**src/rtl/dma_chan_pkg.sv**
```systemverilog
package dma_chan_pkg;

  localparam int SIZE_W  = 16;
  localparam int SEL_W   = 4;
  localparam int NUM_DRQ = 1 << SEL_W;

  localparam int CMD_START_BIT = 31;
  localparam int CMD_IRQ_BIT   = 30;
  localparam int CMD_DIR_BIT   = 27;
  localparam int CMD_STOP_BIT  = 26;
  localparam int CMD_WAIT_BIT  = 24;
  localparam int CMD_SEL_LSB   = 16;

  localparam int STS_ACTIVE_BIT = 31;
  localparam int STS_PEND_BIT   = 30;

  typedef enum logic [1:0] {
    ST_IDLE  = 2'd0,
    ST_WAIT  = 2'd1,
    ST_READ  = 2'd2,
    ST_WRITE = 2'd3
  } beat_state_e;

  typedef struct packed {
    logic              start;
    logic              irq_en;
    logic              mem_to_dev;
    logic              stop;
    logic              wait_req;
    logic [SEL_W-1:0]  sel;
    logic [SIZE_W-1:0] size;
  } cmd_t;

endpackage

```
**src/rtl/dma_cmd_decode.sv**
```systemverilog
module dma_cmd_decode
  import dma_chan_pkg::*;
(
  input  logic [31:0] word_i,
  output cmd_t        cmd_o
);

  logic unused_bits;
  assign unused_bits = ^{word_i[29:28], word_i[25], word_i[23:CMD_SEL_LSB+SEL_W]};

  always_comb begin
    cmd_o.start      = word_i[CMD_START_BIT];
    cmd_o.irq_en     = word_i[CMD_IRQ_BIT];
    cmd_o.mem_to_dev = word_i[CMD_DIR_BIT];
    cmd_o.stop       = word_i[CMD_STOP_BIT];
    cmd_o.wait_req   = word_i[CMD_WAIT_BIT];
    cmd_o.sel        = word_i[CMD_SEL_LSB +: SEL_W];
    cmd_o.size       = word_i[SIZE_W-1:0];
  end

endmodule

```
**src/rtl/dma_req_gate.sv**
```systemverilog
module dma_req_gate
  import dma_chan_pkg::*;
(
  input  logic [NUM_DRQ-1:0] drq_i,
  input  logic [SEL_W-1:0]   sel_i,
  input  logic               wait_req_i,
  input  logic               master_en_i,
  output logic               go_o
);

  logic [NUM_DRQ-1:0] hit;

  for (genvar i = 0; i < NUM_DRQ; i++) begin : g_line
    assign hit[i] = drq_i[i] && (sel_i == SEL_W'(i));
  end

  assign go_o = master_en_i && (!wait_req_i || (|hit));

endmodule

```
**src/rtl/dma_xfer_fsm.sv**
```systemverilog
module dma_xfer_fsm
  import dma_chan_pkg::*;
#(
  parameter int ADDR_W = 32,
  parameter int DATA_W = 32
) (
  input  logic              clk,
  input  logic              rst_n,
  input  logic              start_i,
  input  logic              abort_i,
  input  cmd_t              cmd_i,
  input  logic [ADDR_W-1:0] ptr_shadow_i,
  input  logic [ADDR_W-1:0] dev_addr_i,
  input  logic              go_i,
  input  logic              bus_ready_i,
  input  logic [DATA_W-1:0] bus_rdata_i,
  output logic              bus_valid_o,
  output logic              bus_we_o,
  output logic [ADDR_W-1:0] bus_addr_o,
  output logic [DATA_W-1:0] bus_wdata_o,
  output logic              active_o,
  output logic [SIZE_W-1:0] rem_o,
  output logic              buf_done_o,
  output logic              wait_req_o,
  output logic [SEL_W-1:0]  sel_o
);

  localparam int BYTES = DATA_W / 8;
  localparam logic [SIZE_W-1:0] STEP_CNT = SIZE_W'(BYTES);
  localparam logic [ADDR_W-1:0] STEP_PTR = ADDR_W'(BYTES);
  localparam logic [SIZE_W-1:0] CNT_MASK = ~SIZE_W'(BYTES - 1);

  beat_state_e       state_q, state_d;
  logic [SIZE_W-1:0] rem_q, rem_d;
  logic [SIZE_W-1:0] size_q, size_d;
  logic [ADDR_W-1:0] wptr_q, wptr_d;
  logic [DATA_W-1:0] data_q, data_d;
  logic              dir_q, dir_d;
  logic              stop_q, stop_d;
  logic              wait_q, wait_d;
  logic [SEL_W-1:0]  sel_q, sel_d;
  logic              irqen_q, irqen_d;
  logic              abort_q, abort_d;
  logic              done_d;

  // next state
  always_comb begin
    state_d = state_q;
    rem_d   = rem_q;
    size_d  = size_q;
    wptr_d  = wptr_q;
    data_d  = data_q;
    dir_d   = dir_q;
    stop_d  = stop_q;
    wait_d  = wait_q;
    sel_d   = sel_q;
    irqen_d = irqen_q;
    abort_d = abort_q;
    done_d  = 1'b0;
    case (state_q)
      ST_IDLE: begin
        if (start_i) begin
          state_d = ST_WAIT;
          size_d  = cmd_i.size & CNT_MASK;
          rem_d   = cmd_i.size & CNT_MASK;
          wptr_d  = ptr_shadow_i;
          dir_d   = cmd_i.mem_to_dev;
          stop_d  = cmd_i.stop;
          wait_d  = cmd_i.wait_req;
          sel_d   = cmd_i.sel;
          irqen_d = cmd_i.irq_en;
          abort_d = 1'b0;
        end
      end
      ST_WAIT: begin
        if (abort_q) begin
          state_d = ST_IDLE;
          abort_d = 1'b0;
        end else if (go_i) begin
          state_d = ST_READ;
        end
      end
      ST_READ: begin
        if (bus_ready_i) begin
          data_d  = bus_rdata_i;
          state_d = ST_WRITE;
        end
      end
      ST_WRITE: begin
        if (bus_ready_i) begin
          if (rem_q == '0) begin
            done_d = irqen_q;
            if (stop_q || abort_q) begin
              state_d = ST_IDLE;
              abort_d = 1'b0;
            end else begin
              state_d = ST_WAIT;
              rem_d   = size_q;
              wptr_d  = ptr_shadow_i;
            end
          end else begin
            state_d = ST_WAIT;
            rem_d   = rem_q - STEP_CNT;
            wptr_d  = wptr_q + STEP_PTR;
          end
        end
      end
      default: state_d = ST_IDLE;
    endcase
    if (abort_i && (state_q != ST_IDLE) && (state_d != ST_IDLE)) begin
      abort_d = 1'b1;
    end
  end

  // registers
  always_ff @(posedge clk or negedge rst_n) begin
    if (!rst_n) begin
      state_q <= ST_IDLE;
      rem_q   <= '0;
      size_q  <= '0;
      wptr_q  <= '0;
      data_q  <= '0;
      dir_q   <= 1'b0;
      stop_q  <= 1'b0;
      wait_q  <= 1'b0;
      sel_q   <= '0;
      irqen_q <= 1'b0;
      abort_q <= 1'b0;
    end else begin
      state_q <= state_d;
      rem_q   <= rem_d;
      size_q  <= size_d;
      wptr_q  <= wptr_d;
      data_q  <= data_d;
      dir_q   <= dir_d;
      stop_q  <= stop_d;
      wait_q  <= wait_d;
      sel_q   <= sel_d;
      irqen_q <= irqen_d;
      abort_q <= abort_d;
    end
  end

  // outputs
  always_comb begin
    bus_valid_o = (state_q == ST_READ) || (state_q == ST_WRITE);
    bus_we_o    = (state_q == ST_WRITE);
    if (state_q == ST_WRITE) begin
      bus_addr_o = dir_q ? dev_addr_i : wptr_q;
    end else begin
      bus_addr_o = dir_q ? wptr_q : dev_addr_i;
    end
  end

  assign bus_wdata_o = data_q;
  assign active_o    = (state_q != ST_IDLE);
  assign rem_o       = rem_q;
  assign buf_done_o  = done_d;
  assign wait_req_o  = wait_q;
  assign sel_o       = sel_q;

  // an offered request holds until accepted
  p_req_hold_r3: assert property (@(posedge clk) disable iff (!rst_n)
    (bus_valid_o && !bus_ready_i) |=> (bus_valid_o && $stable(bus_addr_o) && $stable(bus_we_o)));

  // no read phase begins while the gate is closed
  p_no_beat_without_go_r8: assert property (@(posedge clk) disable iff (!rst_n)
    (state_q == ST_WAIT && !go_i) |=> (state_q != ST_READ));

  // count drops by one word per non-final beat
  p_count_step_r4: assert property (@(posedge clk) disable iff (!rst_n)
    (state_q == ST_WRITE && bus_ready_i && rem_q != '0) |=> (rem_q == $past(rem_q) - STEP_CNT));

  // pointer advances by one word per non-final beat
  p_ptr_step_r3: assert property (@(posedge clk) disable iff (!rst_n)
    (state_q == ST_WRITE && bus_ready_i && rem_q != '0) |=> (wptr_q == $past(wptr_q) + STEP_PTR));

  // restart takes the shadow pointer and the full size
  p_restart_reload_r11: assert property (@(posedge clk) disable iff (!rst_n)
    (state_q == ST_WRITE && bus_ready_i && rem_q == '0 && !stop_q && !abort_q)
      |=> (state_q == ST_WAIT && wptr_q == $past(ptr_shadow_i) && rem_q == size_q));

  // stop mode ends the channel after the last beat
  p_stop_idle_r5: assert property (@(posedge clk) disable iff (!rst_n)
    (state_q == ST_WRITE && bus_ready_i && rem_q == '0 && stop_q) |=> (state_q == ST_IDLE));

endmodule

```
**src/rtl/dma_chan_ctrl.sv**
```systemverilog
module dma_chan_ctrl
  import dma_chan_pkg::*;
#(
  parameter int ADDR_W = 32,
  parameter int DATA_W = 32
) (
  input  logic               clk,
  input  logic               rst_n,
  input  logic               master_en,
  input  logic               cmd_wr,
  input  logic [31:0]        cmd_wdata,
  input  logic               ptr_wr,
  input  logic [ADDR_W-1:0]  ptr_wdata,
  input  logic               status_rd,
  output logic [31:0]        status_rdata,
  input  logic [ADDR_W-1:0]  dev_addr,
  input  logic [NUM_DRQ-1:0] drq,
  output logic               bus_valid,
  output logic               bus_we,
  output logic [ADDR_W-1:0]  bus_addr,
  output logic [DATA_W-1:0]  bus_wdata,
  input  logic               bus_ready,
  input  logic [DATA_W-1:0]  bus_rdata,
  output logic               irq
);

  cmd_t              cmd;
  logic              go;
  logic              active;
  logic [SIZE_W-1:0] rem;
  logic              buf_done;
  logic              wait_req;
  logic [SEL_W-1:0]  sel;
  logic [ADDR_W-1:0] ptr_q, ptr_d;
  logic              pend_q, pend_d;
  logic              start, abort;

  dma_cmd_decode u_decode (
    .word_i (cmd_wdata),
    .cmd_o  (cmd)
  );

  assign start = cmd_wr && cmd.start;
  assign abort = cmd_wr && !cmd.start;

  dma_req_gate u_gate (
    .drq_i       (drq),
    .sel_i       (sel),
    .wait_req_i  (wait_req),
    .master_en_i (master_en),
    .go_o        (go)
  );

  dma_xfer_fsm #(
    .ADDR_W (ADDR_W),
    .DATA_W (DATA_W)
  ) u_fsm (
    .clk          (clk),
    .rst_n        (rst_n),
    .start_i      (start),
    .abort_i      (abort),
    .cmd_i        (cmd),
    .ptr_shadow_i (ptr_q),
    .dev_addr_i   (dev_addr),
    .go_i         (go),
    .bus_ready_i  (bus_ready),
    .bus_rdata_i  (bus_rdata),
    .bus_valid_o  (bus_valid),
    .bus_we_o     (bus_we),
    .bus_addr_o   (bus_addr),
    .bus_wdata_o  (bus_wdata),
    .active_o     (active),
    .rem_o        (rem),
    .buf_done_o   (buf_done),
    .wait_req_o   (wait_req),
    .sel_o        (sel)
  );

  // next state
  always_comb begin
    ptr_d = ptr_wr ? ptr_wdata : ptr_q;
    if (buf_done) begin
      pend_d = 1'b1;
    end else if (status_rd) begin
      pend_d = 1'b0;
    end else begin
      pend_d = pend_q;
    end
  end

  // registers
  always_ff @(posedge clk or negedge rst_n) begin
    if (!rst_n) begin
      ptr_q  <= '0;
      pend_q <= 1'b0;
    end else begin
      ptr_q  <= ptr_d;
      pend_q <= pend_d;
    end
  end

  always_comb begin
    status_rdata                 = '0;
    status_rdata[SIZE_W-1:0]     = rem;
    status_rdata[STS_PEND_BIT]   = pend_q;
    status_rdata[STS_ACTIVE_BIT] = active;
  end

  assign irq = pend_q;

  // bus requests only come from an active channel
  p_valid_needs_active_r3: assert property (@(posedge clk) disable iff (!rst_n)
    bus_valid |-> active);

  // a finished buffer with interrupts enabled leaves pending set
  p_pend_set_r6: assert property (@(posedge clk) disable iff (!rst_n)
    buf_done |=> irq);

  // a status read without a completion clears pending
  p_pend_clear_r7: assert property (@(posedge clk) disable iff (!rst_n)
    (status_rd && !buf_done) |=> !irq);

endmodule

```
**config.mk**
```make
export PLATFORM = sky130hd
export DESIGN_NAME = dma_chan_ctrl
export DESIGN_NICKNAME = d
export VERILOG_FILES = /design/src/rtl/dma_chan_pkg.sv /design/src/rtl/dma_cmd_decode.sv /design/src/rtl/dma_req_gate.sv /design/src/rtl/dma_xfer_fsm.sv /design/src/rtl/dma_chan_ctrl.sv
export SDC_FILE = /design/constraint.sdc
export NUM_CORES = 1
export LEC_CHECK = 0
export ABC_AREA = 1
export BUFFER_PORTS_ARGS = -buffer_cell sky130_fd_sc_hd__clkbuf_2
export CAP_MARGIN = 5
export CORE_MARGIN = 10
export CORE_UTILIZATION = 30
export CTS_BUF_LIST = sky130_fd_sc_hd__clkbuf_4 sky130_fd_sc_hd__clkbuf_8
export CTS_CLUSTER_SIZE = 30
export DETAILED_ROUTE_END_ITERATION = 16
export PLACE_DENSITY_LB_ADDON = 0.15
export SYNTH_ARGS = -nofsm -noshare
export SYNTH_HDL_FRONTEND = slang
export SYNTH_SLANG_ARGS = --single-unit
```
**constraint.sdc**
```tcl
create_clock -name clk -period 1.9 [get_ports clk]
set_input_delay 0.38 -clock clk [delete_from_list [all_inputs] [get_ports clk]]
set_output_delay 0.38 -clock clk [all_outputs]
set_load 0.05 [all_outputs]
```
Yosys cells after proc, flatten, opt, wreduce, memory -nomap -nowiden

Index checks and enable logic that the tools add are counted.

Reduce and logical (&&, ||, !) cells: 39
Muxes and demuxes: 32
$add $sub $neg: 2
Equal/unequal tests: 25

Operator list:

| kind                    | number |
|---|---|
| $mux W32                | 7 |
| $mux W16                | 4 |
| $pmux W32 S2            | 1 |
| $add A32 B3 Y32 const B | 1 |
| $eq A4 B4 Y1 const B    | 8 |
| $pmux W16 S2            | 1 |
| $logic_and A1 B1 Y1     | 21 |
| $eq A4 B3 Y1 const B    | 4 |
| $logic_not A16 Y1       | 1 |
| $reduce_or A16 Y1       | 1 |
| $sub A16 B3 Y16 const B | 1 |
| $mux W1                 | 12 |
| $mux W2                 | 5 |
| $ne A3 B1 Y1 const B    | 3 |
| $eq A4 B2 Y1 const B    | 2 |
| $pmux W2 S4             | 1 |
| $reduce_bool A2 Y1      | 4 |
| $reduce_and A5 Y1       | 1 |
| $eq A2 B2 Y1 const B    | 2 |
| $eq A4 B1 Y1 const B    | 1 |
| $logic_not A4 Y1        | 1 |
| $reduce_and A2 Y1       | 2 |
| $reduce_and A4 Y1       | 1 |
| $reduce_bool A4 Y1      | 1 |
| 9 further kinds         | 12 |

Logic and storage cells: 111
Register bits after elaboration: 138
Output and inout bits: 99

Longest topological paths before layout

Word-level depth: 12
Mapped depth: 16
Depth with buffers taken out: 15

Cells and area by module

Synthesis repeated with hierarchy kept, for this count alone.

Cells, all modules: 1,023
Area, all modules: 7,873.8 um2

Modules (own cells, without submodules):

| module         | instances | cells an instance | sequential area each (um2) | area an instance (um2) |
|---|---|---|---|---|
| dma_xfer_fsm   | 1         | 786               | 2,577.5                    | 5,999.5 |
| dma_chan_ctrl  | 1         | 162               | 825.8                      | 1,471.4 |
| dma_req_gate   | 1         | 50                | 0.0                        | 215.2 |
| dma_cmd_decode | 1         | 25                | 0.0                        | 187.7 |

Least setup slack after synthesis

OpenSTA, ideal clock, no wires.

Kind: flip-flop to output port
From: register u_fsm.state_q[1]
To: output bus_addr[10]
Buffers on the path: 2
Cell stages (with the launch flop): 7
Arrival time: 2.549 ns
Setup slack: -1.029 ns
Cell sequence: dfrtp_1 > ha_1 > buf_2 > xor2_1 > clkbuf_1 > nor2_1 > a21oi_1

Word-level cells in the longest chain between the ends: 2

RTL lines:

| element                  | RTL line            | source |
|---|---|---|
| start: declaration       | dma_xfer_fsm.sv:33  | `beat_state_e state_q, state_d;` |
| start signal: assignment | dma_xfer_fsm.sv:130 | `state_q <= state_d;` |
| $eq A2 B2 Y1             | -                   |  |
| via bus_we               | dma_chan_ctrl.sv:19 | `output logic bus_we,` |
| $mux W32                 | dma_xfer_fsm.sv:148 | `if (state_q == ST_WRITE) begin` |
| end: declaration         | dma_chan_ctrl.sv:20 | `output logic [ADDR_W-1:0] bus_addr,` |

The timed path passes the listed nets, and every way through them passes these cells.

Worst setup path in the final report

From: register u_fsm.state_q[1]
To: output bus_addr[29]

Word-level cells in the longest chain between the ends: 2

RTL lines:

| element      | RTL line |
|---|---|
| $eq A2 B2 Y1 | dma_xfer_fsm.sv:148 |
| $mux W32     | dma_xfer_fsm.sv:148 |

No other way between the ends.

==> results.sh <==
export IMPL_status="finished with violations"
export IMPL_violations="negative setup slack"
export IMPL_met1_usage_pct=18.6
export IMPL_ys_types=46
export IMPL_skew_ns=0.0151
export IMPL_drtIter0Drc=361
export IMPL_syn_instance_count=906
export IMPL_setup_tns_ns=-15.92
export IMPL_fill_cells=2360
export IMPL_layout_commonest_cell="clkbuf_2"
export IMPL_grt_pass1_vias=7547
export IMPL_dr_pass1_iters=4
export IMPL_final_hold_violation_count=0
export IMPL_vias=7343
export IMPL_busiest_layer="met2"
export IMPL_startpoint_type="register"
export IMPL_htree_num_levels=4
export IMPL_setup_ws_ns=-0.490
export IMPL_worstPathMaxFanout=8
export IMPL_worst_pin_slew_ns=0.689
export IMPL_syn_area_sq_mm=0.00756
export IMPL_timing_final_crit_share_pct=126
export IMPL_place_inst=1515
export IMPL_timing_fmax_mhz=418
export IMPL_vias_per_cell=4.59
export IMPL_worst_ep_arrival_time_ns=2.01
export IMPL_rows=58
export IMPL_clkSinkCount=136
export IMPL_use_met3_pct=5.50
export IMPL_cts_tree="done"
export IMPL_antenna_cells=0
export IMPL_postSynth_asyncResetShare_pct=100
export IMPL_clk_pin_slew_ns=0.09
export IMPL_ys_seq_elements=136
export IMPL_cts_buffers=17
export IMPL_cts_buffer_depth=2
export IMPL_drive_above_1_share_pct=50.8
export IMPL_min_period_ns=2.39
export IMPL_ys_seq_area_share_pct=45.0
export IMPL_dieArea_sq_mm=0.0320
export IMPL_hp_class="input port to register"
export IMPL_met2_usage_pct=26.4
export IMPL_pin_count=250
export IMPL_clk_latency_ns=0.45
export IMPL_most_common_layout_cells="188 x clkbuf_2, 136 x nand2_1, 125 x dfrtp_1"
export IMPL_synth_flop_cell="dfrtp_1"
export IMPL_p_per_area_mw_per_mm2=2120
export IMPL_p_leak_nw=5.86
export IMPL_antenna_found_initial=0
export IMPL_area_growth_pct=62.2
export IMPL_finalSetupViolCount=62
export IMPL_maxSlewHeadroom_pct=54.0
export IMPL_fp_dieH_um=179
export IMPL_track_usage_pct=15.5
export IMPL_postRouteAntennaNets=0
export IMPL_grt_pass1_wl_mm=39.7
export IMPL_ir_drop_mv=1.29
export IMPL_core_area_sq_mm=0.0250
export IMPL_port_buffers=224
export IMPL_place_hpwl_mm=19.3
export IMPL_drc=0
export IMPL_max_cap_violations=0
export IMPL_crit_path_end_kind="output port"
export IMPL_synth_edf_count=0
export IMPL_syn_avg_cell_area_sq_um=8.35
export IMPL_post_drt_wl_per_cell_um=16.5
export IMPL_slew_violations=0
export IMPL_grt_overflow=0
export IMPL_cp_required_ns=1.52
export IMPL_grt_max_degree=43
export IMPL_fin_nets=1417
export IMPL_start_util_pct=30.3
export IMPL_critPathKind="register to output port"
export IMPL_fin_cells=1601
export IMPL_wl_mm=26.4
export IMPL_die_x_um=179
export IMPL_yosysWarnings=0
export IMPL_gp_congestion=0.832
export IMPL_rsz0062_at_grt="true"
export IMPL_clockRootBuffer="clkbuf_8"
## cells by family (layout without fill, tap and decap cells)
family,count (synthesis),after routing,synth area share [%]
fa+ha+maj,8,8,1.32
other cells,1,16,0.0496
xor+xnor,19,19,2.20
buf+inv,160,510,9.61
simple gates,347,347,20.3
compound gates,181,181,13.5
mux,54,54,8.04
flops,136,136,45.0
## layout make-up
type / instances / area [sq um] / area share [%]
clock buffer: 17 / 234 / 1.91
inverter: 105 / 430 / 3.51
timing repair buffer: 369 / 3210 / 26.2
timing repair inverter: 4 / 68.8 / 0.561
tap: 330 / 413 / 3.37
sequential: 136 / 3420 / 27.9
multi-input combinational: 625 / 4320 / 35.3
clock inverter: 15 / 165 / 1.35
## worst paths after layout
| check | startpoint | end | slack, ns | cells past startpoint |
|---|---|---|---|---|
| max in group asynchronous | rst_n | u_fsm.wptr_q[11] | 0.88 | 3 |
| worst max register to register | u_fsm.rem_o[9] | u_fsm.wptr_q[21] | -0.10 | 14 |
| worst max-delay path | u_fsm.state_q[1] | bus_addr[29] | -0.49 | 8 |
| min in group asynchronous | rst_n | ptr_q[3] | 0.42 | 2 |
| worst min-delay path | status_rd | irq | 0.12 | 2 |
| worst min register to register | u_fsm.size_q[12] | u_fsm.size_q[12] | 0.49 | 2 |
## Yosys cell counts, types with 10 or more instances
library cell / count / area (sq um)
buf_4: 21 / 158
mux2_2: 54 / 608
a21oi_1: 66 / 330
o21ai_2: 12 / 105
xor2_1: 18 / 158
o21ai_0: 68 / 340
nor2_1: 78 / 293
inv_1: 98 / 368
dfrtp_1: 136 / 3400
o21ai_1: 14 / 70.1
clkbuf_1: 13 / 48.8
buf_2: 12 / 60.1
nand3_1: 55 / 275
nor3_1: 10 / 50.1
nand2_1: 165 / 619
## what timing repair did
action | CTS | global route
buffers inserted | 16 | 32
resized for setup | 66 | 147
hold endpoints to repair | 32 | 0
hold buffers | 1 | 0
setup endpoints to repair | 55 | 82
cloned | 1 | 7
pin swaps | 6 | 30
## critical path: stages, from the launching register on
cell and delay (ns):
dfrtp_2 0.44, ha_4 0.19, xor2_4 0.17, buf_12 0.15, buf_12 0.12, buf_12 0.15
nor2_4 0.05, a21oi_4 0.13, buf_12 0.15
## power by group
part           switching, mW  internal [mW]  total, mW
Combinational           10.4           8.09       18.5
Sequential             0.858           4.09       4.95
Clock                   1.32           1.19       2.51
## state kept, by name (all words and copies together) (netlist names)
name,flops
ptr_q,32
u_fsm.bus_wdata_o,32
u_fsm.wptr_q,32
u_fsm.rem_o,14
u_fsm.size_q,14
u_fsm.sel_o,4
u_fsm.state_q,2
irq,1
u_fsm.abort_q,1
u_fsm.dir_q,1
u_fsm.irqen_q,1
u_fsm.stop_q,1
u_fsm.wait_req_o,1
## metal layers
layer	up-vias	share of wire [%]
li1	3656	-
met1	3465	42
met2	206	50
met3	16	7.5
met4	0	0.58
met5	-	0
## through the flow
stage / utilization (%) / hold slack (ns) / power [mW] / worst slack (ns) / area [sq um]
detailed placement: 42.3 / 0.315 / 20.1 / -0.136 / 10600
floorplan: - / 0.0844 / 14.6 / -0.131 / 8110
finish: 49.1 / 0.116 / 26.0 / -0.490 / 12300
CTS: 45.6 / 0.0820 / 23.8 / -0.531 / 11400
global placement: 42.3 / 0.318 / 20.0 / -0.0878 / 10600
global route: 49.1 / 0.109 / 27.5 / -0.582 / 12300
No activity file was read; power rests on OpenSTA's default activity.
